===== src/rtl/sdram_init_pkg.sv =====
package sdram_init_pkg;

  // Command bus encoding: {csN, rasN, casN, weN}
  localparam logic [3:0] CMD_NOP = 4'b0111;
  localparam logic [3:0] CMD_PRE = 4'b0010;
  localparam logic [3:0] CMD_REF = 4'b0001;
  localparam logic [3:0] CMD_MRS = 4'b0000;

  // Next action pending once the running wait expires
  typedef enum logic [2:0] {
    ST_PRE,
    ST_MRS,
    ST_REF,
    ST_FIN,
    ST_DONE
  } seqState_t;

  typedef struct packed {
    logic doPre;
    logic doMrs;
    logic doRef;
    logic doFin;
  } seqStrobe_t;

endpackage


===== src/rtl/sdram_init_ctrl.sv =====
module sdram_init_ctrl
  import sdram_init_pkg::*;
#(
  parameter int REF_TOTAL     = 8,
  parameter bit REFRESH_FIRST = 1'b0
) (
  input  logic       clk,
  input  logic       rst,
  input  logic       waitZero,
  output seqStrobe_t strobe
);

  localparam int RC_W = $clog2(REF_TOTAL + 1);

  seqState_t       state, nextState;
  logic [RC_W-1:0] refLeft;
  logic            lastRef;

  assign lastRef = (refLeft == RC_W'(1));

  always_comb begin
    strobe    = '0;
    nextState = state;
    if (waitZero) begin
      case (state)
        ST_PRE: begin
          strobe.doPre = 1'b1;
          nextState    = REFRESH_FIRST ? ST_REF : ST_MRS;
        end
        ST_MRS: begin
          strobe.doMrs = 1'b1;
          nextState    = REFRESH_FIRST ? ST_FIN : ST_REF;
        end
        ST_REF: begin
          strobe.doRef = 1'b1;
          if (lastRef) nextState = REFRESH_FIRST ? ST_MRS : ST_FIN;
        end
        ST_FIN: begin
          strobe.doFin = 1'b1;
          nextState    = ST_DONE;
        end
        default: nextState = state;
      endcase
    end
  end

  always_ff @(posedge clk) begin
    if (rst) begin
      state   <= ST_PRE;
      refLeft <= RC_W'(REF_TOTAL);
    end else begin
      state <= nextState;
      if (strobe.doRef) refLeft <= refLeft - RC_W'(1);
    end
  end

  // at most one action per cycle
  p_single_action_r7: assert property (@(posedge clk) disable iff (rst)
    $onehot0({strobe.doPre, strobe.doMrs, strobe.doRef, strobe.doFin}));

  // never issue a refresh beyond the budget
  p_ref_budget_r5: assert property (@(posedge clk) disable iff (rst)
    strobe.doRef |-> (refLeft != '0));

  // the finished state is terminal until reset
  p_done_sticky_r9: assert property (@(posedge clk) disable iff (rst)
    (state == ST_DONE) |=> (state == ST_DONE));

endmodule


===== src/rtl/sdram_init_dpath.sv =====
module sdram_init_dpath
  import sdram_init_pkg::*;
#(
  parameter int ADDR_W    = 13,
  parameter int BA_W      = 2,
  parameter int AP_BIT    = 10,
  parameter int PAUSE_CYC = 25000,
  parameter int GAP_RP    = 3,
  parameter int GAP_RFC   = 9,
  parameter int GAP_MRD   = 2,
  parameter logic [ADDR_W-1:0] MODE_WORD = '0
) (
  input  logic              clk,
  input  logic              rst,
  input  seqStrobe_t        strobe,
  output logic              waitZero,
  output logic              csN,
  output logic              rasN,
  output logic              casN,
  output logic              weN,
  output logic              cke,
  output logic              dqm,
  output logic [ADDR_W-1:0] addr,
  output logic [BA_W-1:0]   ba,
  output logic              initDone
);

  localparam int MAX_A    = (GAP_RP > GAP_RFC) ? GAP_RP : GAP_RFC;
  localparam int MAX_B    = (MAX_A > GAP_MRD) ? MAX_A : GAP_MRD;
  localparam int MAX_WAIT = (PAUSE_CYC > MAX_B) ? PAUSE_CYC : MAX_B;
  localparam int CNT_W    = $clog2(MAX_WAIT + 1);
  localparam logic [ADDR_W-1:0] AP_MASK = ADDR_W'(1) << AP_BIT;

  logic [CNT_W-1:0]  waitCnt;
  logic [3:0]        cmdQ;
  logic [ADDR_W-1:0] addrQ;
  logic              doneQ;
  logic              inPause;

  assign waitZero = (waitCnt == '0);

  always_ff @(posedge clk) begin
    if (rst) begin
      waitCnt <= CNT_W'(PAUSE_CYC - 1);
      cmdQ    <= CMD_NOP;
      addrQ   <= '0;
      doneQ   <= 1'b0;
      inPause <= 1'b1;
    end else begin
      cmdQ  <= CMD_NOP;
      addrQ <= '0;
      if (strobe.doPre) begin
        cmdQ    <= CMD_PRE;
        addrQ   <= AP_MASK;
        waitCnt <= CNT_W'(GAP_RP - 1);
        inPause <= 1'b0;
      end else if (strobe.doMrs) begin
        cmdQ    <= CMD_MRS;
        addrQ   <= MODE_WORD;
        waitCnt <= CNT_W'(GAP_MRD - 1);
      end else if (strobe.doRef) begin
        cmdQ    <= CMD_REF;
        waitCnt <= CNT_W'(GAP_RFC - 1);
      end else if (strobe.doFin) begin
        doneQ <= 1'b1;
      end else if (!waitZero) begin
        waitCnt <= waitCnt - CNT_W'(1);
      end
    end
  end

  assign {csN, rasN, casN, weN} = cmdQ;
  assign addr     = addrQ;
  assign ba       = '0;
  assign cke      = 1'b1;
  assign dqm      = 1'b1;
  assign initDone = doneQ;

  // nothing but NOP while the pause is running
  p_pause_nop_r1: assert property (@(posedge clk) disable iff (rst)
    inPause |-> (cmdQ == CMD_NOP));

  // precharge always addresses every bank
  p_pre_allbanks_r3: assert property (@(posedge clk) disable iff (rst)
    (cmdQ == CMD_PRE) |-> addrQ[AP_BIT]);

  // mode load carries the configured word
  p_mrs_word_r4: assert property (@(posedge clk) disable iff (rst)
    (cmdQ == CMD_MRS) |-> (addrQ == MODE_WORD));

  // a standby cycle follows the mode load
  p_mrs_standby_r8: assert property (@(posedge clk) disable iff (rst)
    (cmdQ == CMD_MRS) |=> (cmdQ == CMD_NOP));

  // while a wait runs, the next cycle is NOP
  p_gap_nop_r7: assert property (@(posedge clk) disable iff (rst)
    !waitZero |=> (cmdQ == CMD_NOP));

  // once done, stay done and quiet
  p_done_quiet_r9: assert property (@(posedge clk) disable iff (rst)
    doneQ |=> (doneQ && cmdQ == CMD_NOP));

endmodule


===== src/rtl/sdram_bringup_seq.sv =====
module sdram_bringup_seq
  import sdram_init_pkg::*;
#(
  parameter int CLK_MHZ       = 125,
  parameter int PAUSE_US      = 200,
  parameter int T_RP          = 3,
  parameter int T_RFC         = 9,
  parameter int T_MRD         = 2,
  parameter int NUM_REFRESH   = 8,
  parameter bit REFRESH_FIRST = 1'b0,
  parameter int ADDR_W        = 13,
  parameter int BA_W          = 2,
  parameter int AP_BIT        = 10,
  parameter logic [ADDR_W-1:0] MODE_WORD = 13'h0032
) (
  input  logic              clk,
  input  logic              rst,
  output logic              csN,
  output logic              rasN,
  output logic              casN,
  output logic              weN,
  output logic              cke,
  output logic              dqm,
  output logic [ADDR_W-1:0] addr,
  output logic [BA_W-1:0]   ba,
  output logic              initDone
);

  localparam int PAUSE_CYC = CLK_MHZ * PAUSE_US;
  localparam int GAP_RP    = (T_RP < 1) ? 1 : T_RP;
  localparam int GAP_RFC   = (T_RFC < 1) ? 1 : T_RFC;
  localparam int GAP_MRD   = (T_MRD < 2) ? 2 : T_MRD;
  localparam int REF_TOTAL = (NUM_REFRESH < 8) ? 8 : NUM_REFRESH;

  seqStrobe_t strobe;
  logic       waitZero;

  sdram_init_ctrl #(
    .REF_TOTAL    (REF_TOTAL),
    .REFRESH_FIRST(REFRESH_FIRST)
  ) u_ctrl (
    .clk     (clk),
    .rst     (rst),
    .waitZero(waitZero),
    .strobe  (strobe)
  );

  sdram_init_dpath #(
    .ADDR_W   (ADDR_W),
    .BA_W     (BA_W),
    .AP_BIT   (AP_BIT),
    .PAUSE_CYC(PAUSE_CYC),
    .GAP_RP   (GAP_RP),
    .GAP_RFC  (GAP_RFC),
    .GAP_MRD  (GAP_MRD),
    .MODE_WORD(MODE_WORD)
  ) u_dpath (
    .clk     (clk),
    .rst     (rst),
    .strobe  (strobe),
    .waitZero(waitZero),
    .csN     (csN),
    .rasN    (rasN),
    .casN    (casN),
    .weN     (weN),
    .cke     (cke),
    .dqm     (dqm),
    .addr    (addr),
    .ba      (ba),
    .initDone(initDone)
  );

endmodule


===== config.mk =====
export PLATFORM = sky130hd
export DESIGN_NAME = sdram_bringup_seq
export DESIGN_NICKNAME = d
export VERILOG_FILES = /design/src/rtl/sdram_init_pkg.sv /design/src/rtl/sdram_init_ctrl.sv /design/src/rtl/sdram_init_dpath.sv /design/src/rtl/sdram_bringup_seq.sv
export SDC_FILE = /design/constraint.sdc
export NUM_CORES = 1
export LEC_CHECK = 0
export CAP_MARGIN = 0
export CORE_ASPECT_RATIO = 1.2
export CORE_MARGIN = 8
export CORE_UTILIZATION = 56
export CTS_CLUSTER_DIAMETER = 40
export DETAILED_ROUTE_END_ITERATION = 16
export PLACE_DENSITY_LB_ADDON = 0.3
export SLEW_MARGIN = 25
export SYNTH_ARGS = -nofsm -noshare
export SYNTH_HDL_FRONTEND = slang
export SYNTH_SLANG_ARGS = --single-unit

===== constraint.sdc =====
create_clock -name clk -period 3.8 [get_ports clk]
set_input_delay 0.57 -clock clk [delete_from_list [all_inputs] [get_ports clk]]
set_output_delay 0.57 -clock clk [all_outputs]
set_load 0.1 [all_outputs]

-- Yosys cells after proc, flatten, opt, wreduce, memory -nomap -nowiden
Cells that the tools add are included.
- input port bits: 2
- register bits: 40
- word-level logic and storage cells: 59
- multiplexer cells: 17
- $add $sub $neg: 2
- eq/ne operators: 11
- reductions and logical operators: 12
- bitwise gates (word level): 5
- operators by type and width (operator ; count):
    2-to-1 mux 15 bit ; 5
    logical NOT 15 bit ; 1
    subtractor 15 x 1 -> 15 bit (second input constant) ; 1
    2-to-1 mux 3 bit ; 4
    one-hot mux 3 bit (4 select lines) ; 1
    2-to-1 mux 11 bit ; 1
    AND reduction 2 bit ; 4
    == test 3 x 2 -> 1 bit (second input constant) ; 2
    2-to-1 mux 6 bit ; 1
    NOT 1 bit ; 5
    == test 4 x 1 -> 1 bit (second input constant) ; 1
    2-to-1 mux 1 bit ; 4
    2-to-1 mux 4 bit ; 1
    inequality test 2 x 1 -> 1 bit (second input constant) ; 2
    inequality test 4 x 1 -> 1 bit (second input constant) ; 1
    inequality test 4 bit (second input constant) ; 1
    AND reduction 4 bit ; 1
    nonzero test 4 bit ; 1
    OR reduction 4 bit ; 1
    subtractor 4 x 1 -> 4 bit (second input constant) ; 1
    == test 3 x 1 -> 1 bit (second input constant) ; 1
    logical NOT 3 bit ; 1
    inequality test 3 x 1 -> 1 bit (second input constant) ; 1
    inequality test 3 bit (second input constant) ; 1
    other kinds (4) ; 4

-- Depth between registers and ports, before layout
- depth after elaboration: 7
- gate-level depth with buffers: 8
- mapped depth without buffers: 7

-- By module
A second synthesis with hierarchy kept.
- cells, all modules: 168
- area, all modules: 1470.2 um^2
- by module, submodules not included (module ; area an instance (um^2) ; instances ; cells each):
    sdram_init_dpath ; 1114.8 ; 1 ; 128
    sdram_init_ctrl ; 355.3 ; 1 ; 40

-- Worst setup path before layout
No wires, ideal clock.
- path type: flip-flop to output port
- from: register u_dpath.addrQ[4], in the netlist u_dpath.addr[4]
- to: output addr[4]
- stages on the path, launching flop included: 2
- arrival: 1.374 ns
- path slack: 1.856 ns
- cells stage by stage: dfxtp_1 buf_4
- RTL lines (element ; line ; source):
    start: declaration ; sdram_init_dpath.sv:36 ; logic [ADDR_W-1:0] addrQ;
    start signal: assignment ; sdram_init_dpath.sv:46 ; addrQ <= '0;
    start signal: assignment ; sdram_init_dpath.sv:51 ; addrQ <= '0;
    start signal: assignment ; sdram_init_dpath.sv:54 ; addrQ <= AP_MASK;
    end: declaration ; sdram_bringup_seq.sv:24 ; output logic [ADDR_W-1:0] addr,
No word-level cell between the ends.

-- Worst setup path after layout
- from: register u_dpath.addrQ[4], in the netlist u_dpath.addr[4]
- to: output addr[4]
No word-level cell between the ends.

==> qor.tcl <==
set qor(rr_worst_depth) 7
set qor(worst-endpoint-arrival_ns) 1.83
set qor(setup_total_negative_slack_ns) 0
set qor(synth_top_cell_by_area) {sky130_fd_sc_hd__dfxtp_1}
set qor(synth_area_per_cell_um2) 8.60
set qor(std_cell_rows) 20
set qor(clock-sinks) 28
set qor(insertion_delay_ns) 0.31
set qor(yosysSeqAreaShare) 0.390
set qor(synth.area.mux_share) 0.00697
set qor(synth_cell_types) 42
set qor(synth.cell_area_mm2) 0.00144
set qor(placed_cells_incl_taps) 199
set qor(topRoutingLayerUsed) {met4}
set qor(hold_class) {reg -> reg}
set qor(cp_cell_sequence) {clkdlybuf4s50_1}
set qor(fp.dieW_um) 62.2
set qor(max_freq_mhz) 417
set qor(timing.critical_path.fanout_max) 3
set qor(transition_time_at_the_pin_with_the_least_slew_margin_ns) 0.985
set qor(number_of_global_route_vias_before_repair) 1085
set qor(fp.dieArea_mm2) 0.00445
set qor(num_vias) 1092
set qor(die_h_um) 71.5
set qor(rsz0062_at_grt) {false}
set qor(tritoncts) {done}
set qor(ir_worst_vdd_mv) 0.267
set qor(place.detailed.hpwl_um) 2050
set qor(synth_most_common_cell) {sky130_fd_sc_hd__dfxtp_1}
set qor(global_route_wire_length_before_repair_um) 4550
set qor(final_hold_viol_count) 0
set qor(drt_wl_total_um) 2620
set qor(synth-async-reset-ratio) 0
set qor(cts_inserted_buffers) 3
set qor(finalCriticalPeriod_ns) 2.40
set qor(grt_antenna_before_repair) 0
set qor(multiInputGateArea_um2) 751
set qor(synth_warnings) 0
set qor(drc) 0
set qor(num-nets-final) 176
set qor(cap_violations) 0
set qor(maxSlewViolCount) 0
set qor(clkTransAtPathRegs_ns) 0.13
set qor(crit_required_ns) 3.23
set qor(core_region_area_mm2) 0.00248
set qor(met2WireLength_um) 1400
set qor(capture_instance_of_the_worst_register_to_register_path) {u_dpath.waitCnt[6]}
set qor(pre_cts_ws_ns) 1.72
set qor(cp_top_family) {buffers and inverters}
set qor(timing.rr.start) {u_dpath.waitCnt[0]}
set qor(seq_cells_post_synth) 28
set qor(drtAntennaViolNets) 0
set qor(outcome) {completed}
set qor(port-buffer-count) 9
set qor(timing.critical_path.to_type) {primary output}
set qor(crit_type) {reg -> out}
set qor(hold_depth) 2
set qor(finish.cell_count_without_fillers) 202
set qor(netlist_top_cells_area) {sky130_fd_sc_hd__dfxtp_1 (39%), sky130_fd_sc_hd__buf_4 (8.4%), sky130_fd_sc_hd__nor2_1 (5.7%), sky130_fd_sc_hd__xnor2_1 (3.7%), sky130_fd_sc_hd__a21oi_1 (3.5%)}
set qor(path_buf_inv) 1
set qor(fin_worst_skew_ns) 0.00283
set qor(post_cts_buffers) 0
set qor(gp_congestion) 0.834
set qor(synth_fa_ha_area_frac) 0.0261
set qor(ff2ff_setup_slack_ns) 1.71
set qor(met3_wire_len_um) 50
set qor(hold_path_end) {u_ctrl.refLeft[3]}
set qor(synth_enable_flop_cells) 0
set qor(synthDominantCellAreaShare) 0.390
set qor(drive_above_1_share) 0.0651
set qor(cts.root.buffer_cell) {sky130_fd_sc_hd__clkbuf_4}
set qor(area_delta_synth_final_pct) 3.83
set qor(power-per-cell-area_mw_per_mm2) 333
set qor(critPathLaunchType) {register}
set qor(start_util) 0.580
set qor(synth_simple_gate_area_frac) 0.281
set qor(parity_gate_share_of_the_synthesized_area_counting_xor_and_xnor_cells) 0.0610
set qor(sequential_cell_area_in_the_final_layout_um2) 561
set qor(final.hold.worst_slack_ns) 0.531
set qor(fillCellCount) 233
set qor(synth_compound_area_frac) 0.111
set qor(synthesized_instance_count) 167
set qor(wl_per_cell_um) 13.0
set qor(synthTopCellsByCount) {sky130_fd_sc_hd__dfxtp_1 (28), sky130_fd_sc_hd__nor2_1 (22), sky130_fd_sc_hd__buf_4 (16), sky130_fd_sc_hd__a21oi_1 (10), sky130_fd_sc_hd__nand2_1 (10)}
set qor(synth_top_flop_cell) {sky130_fd_sc_hd__dfxtp_1}
set qor(grt.overflow.total) 0
set qor(combinational_family_with_the_most_area_after_synthesis) {simple AND/OR/NAND/NOR gates}
set qor(post_cts_resize_count) 0
set qor(period_share) 0.631
set qor(detail_route.wirelength.met1_um) 1130
set qor(clock_tree.buffer_depth) 2
set qor(insertedDiodeCount) 0
set qor(timing.slew.headroom) 0.341
set qor(slowest_stage) {sky130_fd_sc_hd__clkdlybuf4s50_1}
set qor(hp-start) {u_ctrl.refLeft[3]}
set qor(cts.hold.buffers_added) 0
set qor(top_level_ports) 24
set qor(setup_viol) 0
set qor(dr.first_iter.drc_count) 34
set qor(final.setup.worst_slack_ns) 1.40
set qor(track_usage) 0.122
set qor(worst_path_largest_cell_delay_ns) 1.14
set qor(drt_pass1_iterations) 4
set qor(routed_via_density) 5.41
set qor(leakage_power_figure_uw) 0.000560
set qor(cts.htree.levels) 1
set qor(grt_start_max_net_pins) 21
## cell type report
| class | count | area share |
|---|---|---|
| tap | 33 | 0.0277 |
| inverter | 7 | 0.0176 |
| sequential | 28 | 0.376 |
| multi-input combinational | 122 | 0.503 |
| timing repair buffer | 9 | 0.0604 |
| clock buffer | 3 | 0.0151 |
## cells in the final DEF, fill, tap and decap left out, drive strengths merged
cell           count
a31oi              2
xnor2              6
nor3b              2
a21oi             10
a311oi             1
and3               1
and4               1
or4                3
xor2               4
o211ai             1
nand2             10
o21bai             1
nand3b             1
inv                7
a21o               2
ha                 3
clkbuf             3
mux2i              1
or3b               1
nor2              22
conb              14
nand4              2
clkdlybuf4s50      9
o211a              1
o31ai              1
a211oi             1
nor4               5
or3                4
nor3               9
nand2b             4
o21ai              3
a211o              2
nand3              4
dfxtp             28
## sequential cells by signal (all words and copies together) (netlist names)
register and cells:
u_ctrl.state 3, u_dpath.initDone 1, u_ctrl.refLeft 4, u_dpath.cmdQ 3, u_dpath.waitCnt 15, u_dpath.addr 2
## how the worst max path moves through the flow
stage / startpoint / end / depth (start not counted)
4_1_cts: u_dpath.addr[4] / addr[4] / 1
5_1_grt: u_dpath.addr[4] / addr[4] / 1
6_report: u_dpath.addr[4] / addr[4] / 1
3_5_place_dp: rst / u_dpath.waitCnt[9] / 4
3_3_place_gp: rst / u_dpath.cmdQ[1] / 2
2_1_floorplan: u_dpath.addr[4] / addr[4] / 1
## power by group
part	leakage, uW	internal [uW]	switching [uW]	total, uW
clock network	0.0000138	37.1	76.3	113
registers	0.000227	297	3.14	300
logic	0.000319	7.41	74.9	82.3
## per-stage QoR
stage / power [uW] / utilization / cell area (um2)
after detailed placement: 388 / 0.593 / 1470
after global placement: 387 / 0.593 / 1470
after floorplan: 394 / - / 1480
final: 496 / 0.602 / 1490
after CTS: 504 / 0.602 / 1490
after global routing: 517 / 0.602 / 1490
## per-layer routing
metal	vias up	GRT usage
li1	552	-
met1	523	0.129
met2	13	0.230
met3	4	0.0234
met4	0	0.0494
met5	-	0
## cell families (layout without fill, tap and decap cells)
logic type | after synthesis | in the layout
other | 2 | 14
buffers and inverters | 29 | 19
multiplexers | 1 | 1
AND/OR/NAND/NOR | 69 | 69
adder cells (fa/ha/maj) | 3 | 3
AO/OA/AOI/OAI | 25 | 25
flip-flops | 28 | 28
XOR/XNOR | 10 | 10
(Power assumes the default switching activity.)
